===== src/rtl/exc_ctx_pkg.sv =====
package exc_ctx_pkg;
  localparam int unsigned XLEN     = 32;
  localparam int unsigned PC_BITS  = 26;
  localparam int unsigned PSW_BITS = 8;
  localparam int unsigned CODE_W   = 16;
  localparam int unsigned IDX_W    = 5;

  localparam logic [IDX_W-1:0] IDX_NMI_PC  = 5'd0;
  localparam logic [IDX_W-1:0] IDX_NMI_PSW = 5'd1;
  localparam logic [IDX_W-1:0] IDX_CAUSE   = 5'd2;
endpackage


===== src/rtl/ctx_save_reg.sv =====
module ctx_save_reg #(
  parameter int unsigned W    = 32,
  parameter int unsigned KEEP = 26
) (
  input  logic         clk_i,
  input  logic         rst_ni,
  input  logic         hw_en_i,
  input  logic [W-1:0] hw_d_i,
  input  logic         sw_en_i,
  input  logic [W-1:0] sw_d_i,
  output logic [W-1:0] q_o
);
  localparam logic [W-1:0] KEEP_MASK = W'((64'd1 << KEEP) - 64'd1);

  logic [W-1:0] q_q;

  // hardware capture has priority over a software write
  always_ff @(posedge clk_i or negedge rst_ni) begin
    if (!rst_ni)      q_q <= '0;
    else if (hw_en_i) q_q <= hw_d_i & KEEP_MASK;
    else if (sw_en_i) q_q <= sw_d_i & KEEP_MASK;
  end

  assign q_o = q_q;

  a_r1_r2_hw_capture: assert property (@(posedge clk_i) disable iff (!rst_ni)
    hw_en_i |=> q_o[KEEP-1:0] == $past(hw_d_i[KEEP-1:0]));
  a_r10_hw_wins: assert property (@(posedge clk_i) disable iff (!rst_ni)
    (hw_en_i && sw_en_i) |=> q_o[KEEP-1:0] == $past(hw_d_i[KEEP-1:0]));
  a_r9_sw_store: assert property (@(posedge clk_i) disable iff (!rst_ni)
    (sw_en_i && !hw_en_i) |=> q_o[KEEP-1:0] == $past(sw_d_i[KEEP-1:0]));
  a_r3_reserved_zero: assert property (@(posedge clk_i) disable iff (!rst_ni)
    (q_o & ~KEEP_MASK) == '0);
  a_r11_idle_hold: assert property (@(posedge clk_i) disable iff (!rst_ni)
    (!hw_en_i && !sw_en_i) |=> $stable(q_o));
endmodule


===== src/rtl/ctx_cause_reg.sv =====
module ctx_cause_reg #(
  parameter int unsigned CODE_W = 16
) (
  input  logic                  clk_i,
  input  logic                  rst_ni,
  input  logic                  nmi_en_i,
  input  logic [CODE_W-1:0]     nmi_code_i,
  input  logic                  exc_en_i,
  input  logic [CODE_W-1:0]     exc_code_i,
  output logic [2*CODE_W-1:0]   q_o
);
  logic [CODE_W-1:0] hi_q, lo_q;

  always_ff @(posedge clk_i or negedge rst_ni) begin
    if (!rst_ni) begin
      hi_q <= '0;
      lo_q <= '0;
    end else begin
      if (nmi_en_i) hi_q <= nmi_code_i;
      if (exc_en_i) lo_q <= exc_code_i;
    end
  end

  assign q_o = {hi_q, lo_q};

  a_r4_nmi_upper: assert property (@(posedge clk_i) disable iff (!rst_ni)
    nmi_en_i |=> q_o[2*CODE_W-1:CODE_W] == $past(nmi_code_i));
  a_r4_lower_kept: assert property (@(posedge clk_i) disable iff (!rst_ni)
    (nmi_en_i && !exc_en_i) |=> q_o[CODE_W-1:0] == $past(q_o[CODE_W-1:0]));
  a_r5_exc_lower: assert property (@(posedge clk_i) disable iff (!rst_ni)
    exc_en_i |=> q_o[CODE_W-1:0] == $past(exc_code_i));
  a_r5_upper_kept: assert property (@(posedge clk_i) disable iff (!rst_ni)
    (exc_en_i && !nmi_en_i) |=> q_o[2*CODE_W-1:CODE_W] == $past(q_o[2*CODE_W-1:CODE_W]));
endmodule


===== src/rtl/exc_ctx_regs.sv =====
module exc_ctx_regs
  import exc_ctx_pkg::*;
(
  input  logic              clk_i,
  input  logic              rst_ni,
  input  logic              nmi_take_i,
  input  logic [XLEN-1:0]   nmi_pc_i,
  input  logic [XLEN-1:0]   psw_i,
  input  logic [CODE_W-1:0] nmi_code_i,
  input  logic              exc_take_i,
  input  logic [CODE_W-1:0] exc_code_i,
  input  logic              sr_wr_en_i,
  input  logic [IDX_W-1:0]  sr_wr_idx_i,
  input  logic [XLEN-1:0]   sr_wr_data_i,
  input  logic [IDX_W-1:0]  sr_rd_idx_i,
  output logic [XLEN-1:0]   sr_rd_data_o
);
  logic [XLEN-1:0] pc_q, psw_q, cause_q;
  logic            sw_pc_en, sw_psw_en;

  assign sw_pc_en  = sr_wr_en_i && (sr_wr_idx_i == IDX_NMI_PC);
  assign sw_psw_en = sr_wr_en_i && (sr_wr_idx_i == IDX_NMI_PSW);

  ctx_save_reg #(.W(XLEN), .KEEP(PC_BITS)) u_pc_save (
    .clk_i, .rst_ni,
    .hw_en_i(nmi_take_i), .hw_d_i(nmi_pc_i),
    .sw_en_i(sw_pc_en),   .sw_d_i(sr_wr_data_i),
    .q_o(pc_q)
  );

  ctx_save_reg #(.W(XLEN), .KEEP(PSW_BITS)) u_psw_save (
    .clk_i, .rst_ni,
    .hw_en_i(nmi_take_i), .hw_d_i(psw_i),
    .sw_en_i(sw_psw_en),  .sw_d_i(sr_wr_data_i),
    .q_o(psw_q)
  );

  // no software path into the cause register
  ctx_cause_reg #(.CODE_W(CODE_W)) u_cause (
    .clk_i, .rst_ni,
    .nmi_en_i(nmi_take_i), .nmi_code_i(nmi_code_i),
    .exc_en_i(exc_take_i), .exc_code_i(exc_code_i),
    .q_o(cause_q)
  );

  always_comb begin
    unique case (sr_rd_idx_i)
      IDX_NMI_PC:  sr_rd_data_o = pc_q;
      IDX_NMI_PSW: sr_rd_data_o = psw_q;
      IDX_CAUSE:   sr_rd_data_o = cause_q;
      default:     sr_rd_data_o = '0;
    endcase
  end

  a_r6_cause_ro: assert property (@(posedge clk_i) disable iff (!rst_ni)
    (sr_wr_en_i && !nmi_take_i && !exc_take_i) |=> $stable(cause_q));
  a_r11_unmapped_zero: assert property (@(posedge clk_i) disable iff (!rst_ni)
    (sr_rd_idx_i > IDX_CAUSE) |-> sr_rd_data_o == '0);
  a_r3_pc_port_zero: assert property (@(posedge clk_i) disable iff (!rst_ni)
    (sr_rd_idx_i == IDX_NMI_PC) |-> sr_rd_data_o[XLEN-1:PC_BITS] == '0);
  a_r8_overwrite: assert property (@(posedge clk_i) disable iff (!rst_ni)
    nmi_take_i |=> cause_q[XLEN-1:CODE_W] == $past(nmi_code_i));
endmodule


===== config.mk =====
export PLATFORM = sky130hd
export DESIGN_NAME = exc_ctx_regs
export DESIGN_NICKNAME = d
export VERILOG_FILES = /design/src/rtl/exc_ctx_pkg.sv /design/src/rtl/ctx_save_reg.sv /design/src/rtl/ctx_cause_reg.sv /design/src/rtl/exc_ctx_regs.sv
export SDC_FILE = /design/constraint.sdc
export NUM_CORES = 1
export LEC_CHECK = 0
export ABC_AREA = 1
export BUFFER_PORTS_ARGS = -buffer_cell sky130_fd_sc_hd__buf_2
export CAP_MARGIN = 20
export CORE_MARGIN = 1.5
export CORE_UTILIZATION = 40
export CTS_BUF_LIST = sky130_fd_sc_hd__clkbuf_8
export DETAILED_ROUTE_END_ITERATION = 16
export HOLD_SLACK_MARGIN = 0.05
export PLACE_DENSITY = 0.82
export SYNTH_ARGS = -nofsm -noshare
export SYNTH_HDL_FRONTEND = slang
export SYNTH_SLANG_ARGS = --single-unit

===== constraint.sdc =====
create_clock -name clk_i -period 0.9 [get_ports clk_i]
set_input_delay 0 -clock clk_i [delete_from_list [all_inputs] [get_ports clk_i]]
set_output_delay 0 -clock clk_i [all_outputs]
set_load 0.005 [all_outputs]

==> metrics.txt, run 1 <==
deepest clock path buffer count=2; CTS Root Buffer Type=clkbuf_8; utilization after layout=68.12%; Hold Crit Depth=3; count of final hold-check violations=0; antenna fix cells=0; Detail Route Antenna Nets=0; failing checks=setup timing; largest fanout on the critical path=2; CP Data Arrival Time=about 1.1 ns; detailed placer's ending HPWL=7151 microns; fmax=between 0.9 and 1 GHz; R2R cell count=4; post-synth design cell area=between 0.003 and 0.004 sq mm; area added between synthesis and finish=65.67%; Final setup violation count=32; period utilisation layout=123.4%; DRC violations left=0; weighted congestion reported at the end of routability-driven placement=roughly 0.83; overall overflow remaining after global route=0; detail-routed via count per cell=between 4 and 5; post-synthesis average cell area=roughly 7.6 sq um; number of non-filler instances in the completed layout=approximately 850; count of input and output buffers=roughly 140; 1st-iter DRT viols=~200; Placeable Area=between 0.008 and 0.009 sq mm; actual slew at the worst max-slew pin=roughly 0.45 ns; synthesized flop and latch total=66; Via Count=roughly 4200; distinct cell type count of the synthesized netlist=24; wire length of the first global-routing pass=between 15000 and 20000 microns; Final Total Pwr=0.007370 W; routed wire length per instance=between 10 and 15 microns; TritonCTS clock tree=done; end point of the most critical hold path=u_cause.lo_q[0]$_DFFE_PN0P_; setup TNS=-3.229 ns; most frequent cells in the layout=194 x nand2_1, 138 x buf_2, 93 x dlygate4sd3_1; setup repair after global routing missed its margin=yes; die boundary height=97.45 microns; worst reg2reg path startpoint=u_psw_save.q_o[2]$_DFFE_PN0P_; Initial DRT Pass Iterations=5; total number of yosys warnings=0; ratio of cells with drive above 1 in the final layout=37.43%; H-tree depth reported by CTS=3; final worst clock skew=0 ns; number of antenna violations at the first check in global routing=0; number of violations of the max-capacitance limit=0; startpoint class of the critical path=flop; Synth Instances=~470; share of synthesized area occupied by flip-flops and latches=46.28%; pins over their slew limit=0; critical path class=flop to output pin; Die ar.=about 0.0095 sq mm; vias in the first global route=4266; Worst R2R End=u_psw_save.q_o[2]$_DFFE_PN0P_; min Tclk post-route=between 1 and 1.5 ns; result of the run=complete, but fails checks; Horiz. Die Dim=just under 100 microns; starting utilization of the core area=between 40% and 50%; Top-Level Pins=~180; Final WS setup=-0.2104 ns; largest voltage drop on the vdd net=around 0.6 mV; element type at the critical path end=output pin; clock latency at the later pin of the worst-skew pair=between 0.3 and 0.4 ns; required arrival time at the worst endpoint=approximately 0.90 ns; clock-pin slew of the registers on the worst-case setup and hold paths=0.07 ns; Post-Synthesis Net Count=between 600 and 700; Total Nets Final=880; number of buffers added by the clock tree synthesis step=9; detailed-route wire length=12350 microns; number of standard-cell rows in the floorplan=34; Leak Pwr=~3.2 nW; hold wc startpoint=exc_take_i; R2R Setup Slk=about 0.030 ns; instance count after placement with tap cells included=roughly 710; commonest non-fill, non-tap cell in the layout=nand2_1; largest net degree at the start of global routing=67; power per cell area=1247 mW/mm^2; hold slack=about 0.12 ns; slew margin rel.=70.17%; Num Clock Sinks=66; Total GRT Usage=about 26%; type of the most critical hold path=primary input to flop
## layout make-up
type	instances	area [sq um]
Sequential cell	66	1652
Multi-Input combinational cell	319	1629
Fill cell	647	2766
Timing Repair Buffer	285	2127
Clock buffer	10	137.6
Tap cell	108	135.1
Clock inverter	4	21.27
Inverter	56	210.2
## synth_stat cells
cell,instances,share of area (%)
nand2_1,194,20
o22ai_1,8,1.4
nor2_1,6,0.63
o211ai_1,8,1.7
nand3_4,2,0.98
buf_4,1,0.21
nor2_2,1,0.18
nand3_1,34,4.8
buf_1,6,0.63
o22ai_2,10,3.5
nand4_1,16,2.8
buf_6,4,1.3
nor2_4,3,0.95
o21ai_0,32,4.5
buf_2,10,1.4
inv_1,54,5.7
inv_2,2,0.21
nand2_4,1,0.32
clkbuf_1,5,0.53
nand4_4,1,0.60
nand4_2,1,0.35
nor2_8,1,0.56
nand2_2,1,0.18
dfrtp_1,66,46
## worst max-delay path by stage
stage                                        from                             to  slack [ns]
global placement                   sr_rd_idx_i[3]               sr_rd_data_o[16]       -0.05
finish              u_psw_save.q_o[7]$_DFFE_PN0P_                sr_rd_data_o[7]       -0.21
floorplan                              sr_wr_en_i  u_pc_save.q_o[11]$_DFFE_PN0P_        0.18
global route         u_pc_save.q_o[5]$_DFFE_PN0P_                sr_rd_data_o[5]       -0.26
CTS                 u_psw_save.q_o[7]$_DFFE_PN0P_                sr_rd_data_o[7]       -0.21
detailed placement                 sr_rd_idx_i[3]                sr_rd_data_o[8]       -0.06
## through the flow
step	instance area, sq um	worst slack (ns)
2_1_floorplan	3568	0.1805
3_5_place_dp	4486	-0.05812
4_1_cts	5753	-0.2099
5_1_grt	5912	-0.2569
3_3_place_gp	4486	-0.04901
6_report	5912	-0.2104
## registers in the layout, indices dropped and copies added (netlist names)
name and count:
u_cause.hi_q 16, u_pc_save.q_o 26, u_psw_save.q_o 8, u_cause.lo_q 16
## logic make-up (layout without fill, tap and decap cells)
| kind of cell | Yosys count | in the layout | synth area share (%) |
|---|---|---|---|
| buf+inv | 82 | 355 | 9.923 |
| compound gates | 58 | 58 | 11.08 |
| simple gates | 261 | 261 | 32.71 |
| flops | 66 | 66 | 46.28 |
## routing by layer
metal	up-vias	track usage [%]	part of all wire, %
met2	184	43.27	48
met5	-	0	0
li1	2025	-	-
met3	59	4.029	4.7
met1	1923	32.07	42
met4	0	14.62	5.2
## where the power goes
part           leakage [nW]  switching (W)  internal, W
Combinational          2.29       0.000885     0.000975
Clock                0.0852        0.00106      0.00102
Sequential            0.809       0.000167      0.00326
Total                  3.19        0.00211      0.00526
## worst max-delay path: stages (launching register included)
cell,delay (ns)
dfrtp_1,0.37
nand4_1,0.11
o211ai_1,0.14
buf_2,0.16
## timing repair
item	4_1_cts	5_1_grt
pin swaps	32	21
setup buffers	18	18
endpoints found under the setup margin	32	32
resized for setup	28	21
hold buffers	93	0
gates cloned	0	0
hold endpoints to repair	132	0
Note: power is estimated with default switching activity, not from simulation.
==> inputs of run 2 (changes only) <==
Settings changed: CTS_BUF_LIST sky130_fd_sc_hd__clkbuf_8 to sky130_fd_sc_hd__clkbuf_16, GPL_TIMING_DRIVEN from default to 0.
==> run 2 against run 1 <==
Against the previous run:
- the flow finishes with violations (hold timing, setup timing)
- non-clock buffer count up 18
- largest cell class unchanged
- highest routed layer unchanged
- via count up 7.9%
- largest power group is now clock
- cell count up 2.2%
- cell area up 2.5%
- register-to-register slack worse by 0.03 ns
- clock power up 73%
==> metrics.txt, run 2 (same netlist as run 1, synthesis figures left out) <==
detail-routed via count per cell=5.213 (+5.5%); Final setup violation count=31 (-3.1%); number of violations of the max-capacitance limit=0 (unchanged); design area=0.006062 sq mm (+2.5%); worst-path cell chain=nand4_1 > o211ai_1 > buf_2; starting utilization of the core area=41.12% (unchanged); TritonCTS clock tree=done; number of buffers added by the clock tree synthesis step=9 (unchanged); Final WS setup=-0.2362 ns (-0.02581 ns); detailed placer's ending HPWL=8019 microns (+12%); Leak Pwr=3.267 nW (+2.5%); 1st-iter DRT viols=348 (+76%); CTS hold repair buffers=93 (unchanged); largest fanout on the critical path=2 (unchanged); Die ar.=0.009497 sq mm (unchanged); period utilisation layout=126.2% (+2.9 points); clock-pin slew of the registers on the worst-case setup and hold paths=0.06 ns (about the same); fmax=0.8801 GHz (-2.3%); critical path class=flop to output pin; Placeable Area=0.008678 sq mm (unchanged); final worst clock skew=0 ns (unchanged); min Tclk post-route=1.136 ns (+0.02581 ns); DRC violations left=0 (unchanged); delay-heaviest family, CP=flip-flops; utilization after layout=69.85% (+1.7 points); cell area after placement=0.004414 sq mm (-1.6%); setup repair after global routing missed its margin=yes; slew margin rel.=52.68% (-17 points); Total GRT Usage=29.12% (+3.1 points); CP Data Arrival Time=1.14 ns (+0.03 ns); number of standard-cell rows in the floorplan=34 (unchanged); power per cell area=1479 mW/mm^2 (+19%); Total Nets Final=898 (+2.0%); deepest clock path buffer count=2 (unchanged); Num Clock Sinks=66 (unchanged); Top-Level Pins=175 (unchanged); slowest stage delay, CP=0.38 ns (about the same); detailed-route wire length=14320 microns (+16%); clock latency at the later pin of the worst-skew pair=0.33 ns (about the same); Detail Route Antenna Nets=0 (unchanged); highest-delay cell along the critical path=dfrtp_1; area added between synthesis and finish=69.88%; count of final hold-check violations=28 (+28); ratio of cells with drive above 1 in the final layout=36.94% (-0.49 points); commonest non-fill, non-tap cell in the layout=nand2_1; failing checks=hold timing, setup timing; routed wire length per instance=16.52 microns (+13%); result of the run=complete, but fails checks; number of inserted filler cells in the final layout=611 (-5.6%); weighted congestion reported at the end of routability-driven placement=0.8072 (-2.2%); startpoint class of the critical path=flop; hold slack=-0.2849 ns (-0.4086 ns); actual slew at the worst max-slew pin=0.7099 ns (+0.2624 ns); Initial DRT Pass Iterations=6 (+1); overall overflow remaining after global route=0 (unchanged); pins over their slew limit=0 (unchanged); number of antenna violations at the first check in global routing=1 (+1); H-tree depth reported by CTS=3 (unchanged); setup TNS=-3.411 ns (-0.1818 ns); vias in the first global route=4585 (+7.5%); max FFs per register=26 (unchanged); count of input and output buffers=138 (unchanged); largest voltage drop on the vdd net=1.099 mV (+86%); required arrival time at the worst endpoint=0.90 ns (about the same); wire length of the first global-routing pass=22030 microns (+11%); type of the most critical hold path=primary input to asynchronous set/reset pin; most frequent cells in the layout=194 x nand2_1, 147 x buf_2, 93 x dlygate4sd3_1; CTS Root Buffer Type=clkbuf_16; element type at the critical path end=output pin; Via Count=4520 (+7.9%); Horiz. Die Dim=97.45 microns (unchanged); die boundary height=97.45 microns (unchanged); Final Total Pwr=0.008966 W (+22%); largest net degree at the start of global routing=39 (-42%); CP Buf/Inv Count=1 (unchanged)
[run 2: final cells by class]
cell class / count / area [sq um] / share of cell area [%]
diodes: 1 / 2.502 / 0.04128
plain buffers: 26 / 152.6 / 2.518
clock buffers: 9 / 225.2 / 3.715
clock inverters: 5 / 72.57 / 1.197
inverters: 56 / 210.2 / 3.468
multi-input cells: 319 / 1633 / 26.94
flip-flops and latches: 66 / 1652 / 27.24
well taps: 108 / 135.1 / 2.229
repair buffers: 277 / 1979 / 32.65
[run 2: per-layer routing]
metal / GRT usage, % / wire length, microns / up-vias
li1: - / - / 2069
met5: 0 / 0 / -
met1: 34.08 / 5599 / 2065
met4: 15.49 / 902 / 0
met3: 5.540 / 1008 / 98
met2: 50.37 / 6810 / 288
[run 2: stage by stage]
step,setup slack (ns),cells
after floorplan,0.1805,467
after global placement,-0.3839,713
after detailed placement,-0.1770,714
after CTS,-0.1853,850
after global routing,-0.2526,867
final,-0.2362,867
[run 2: final timing paths]
| check | start | endpoint | slack (ns) | cells past startpoint |
|---|---|---|---|---|
| max in group asynchronous | rst_ni | u_cause.hi_q[3]$_DFFE_PN0P_ | 0.52 | 2 |
| max | u_pc_save.q_o[5]$_DFFE_PN0P_ | sr_rd_data_o[5] | -0.24 | 3 |
| min reg2reg | u_pc_save.q_o[1]$_DFFE_PN0P_ | u_pc_save.q_o[1]$_DFFE_PN0P_ | 0.53 | 2 |
| min in group clk_i | sr_wr_idx_i[4] | u_pc_save.q_o[0]$_DFFE_PN0P_ | 0.13 | 5 |
| max reg2reg | u_pc_save.q_o[25]$_DFFE_PN0P_ | u_pc_save.q_o[25]$_DFFE_PN0P_ | 0 | 4 |
| min | rst_ni | u_psw_save.q_o[4]$_DFFE_PN0P_ | -0.28 | 1 |
[run 2: power breakdown]
part	total [W]	switching [W]	internal (W)	leakage (nW)
logic	0.00192	0.000948	0.000969	2.31
registers	0.00345	0.000184	0.00327	0.809
clock network	0.00360	0.00123	0.00237	0.150
[run 2: repair_timing]
item	in CTS	in global routing
hold endpoints to repair	94	28
endpoints found under the setup margin	32	33
resized for setup	16	34
pin swaps	31	25
buffers inserted	29	16
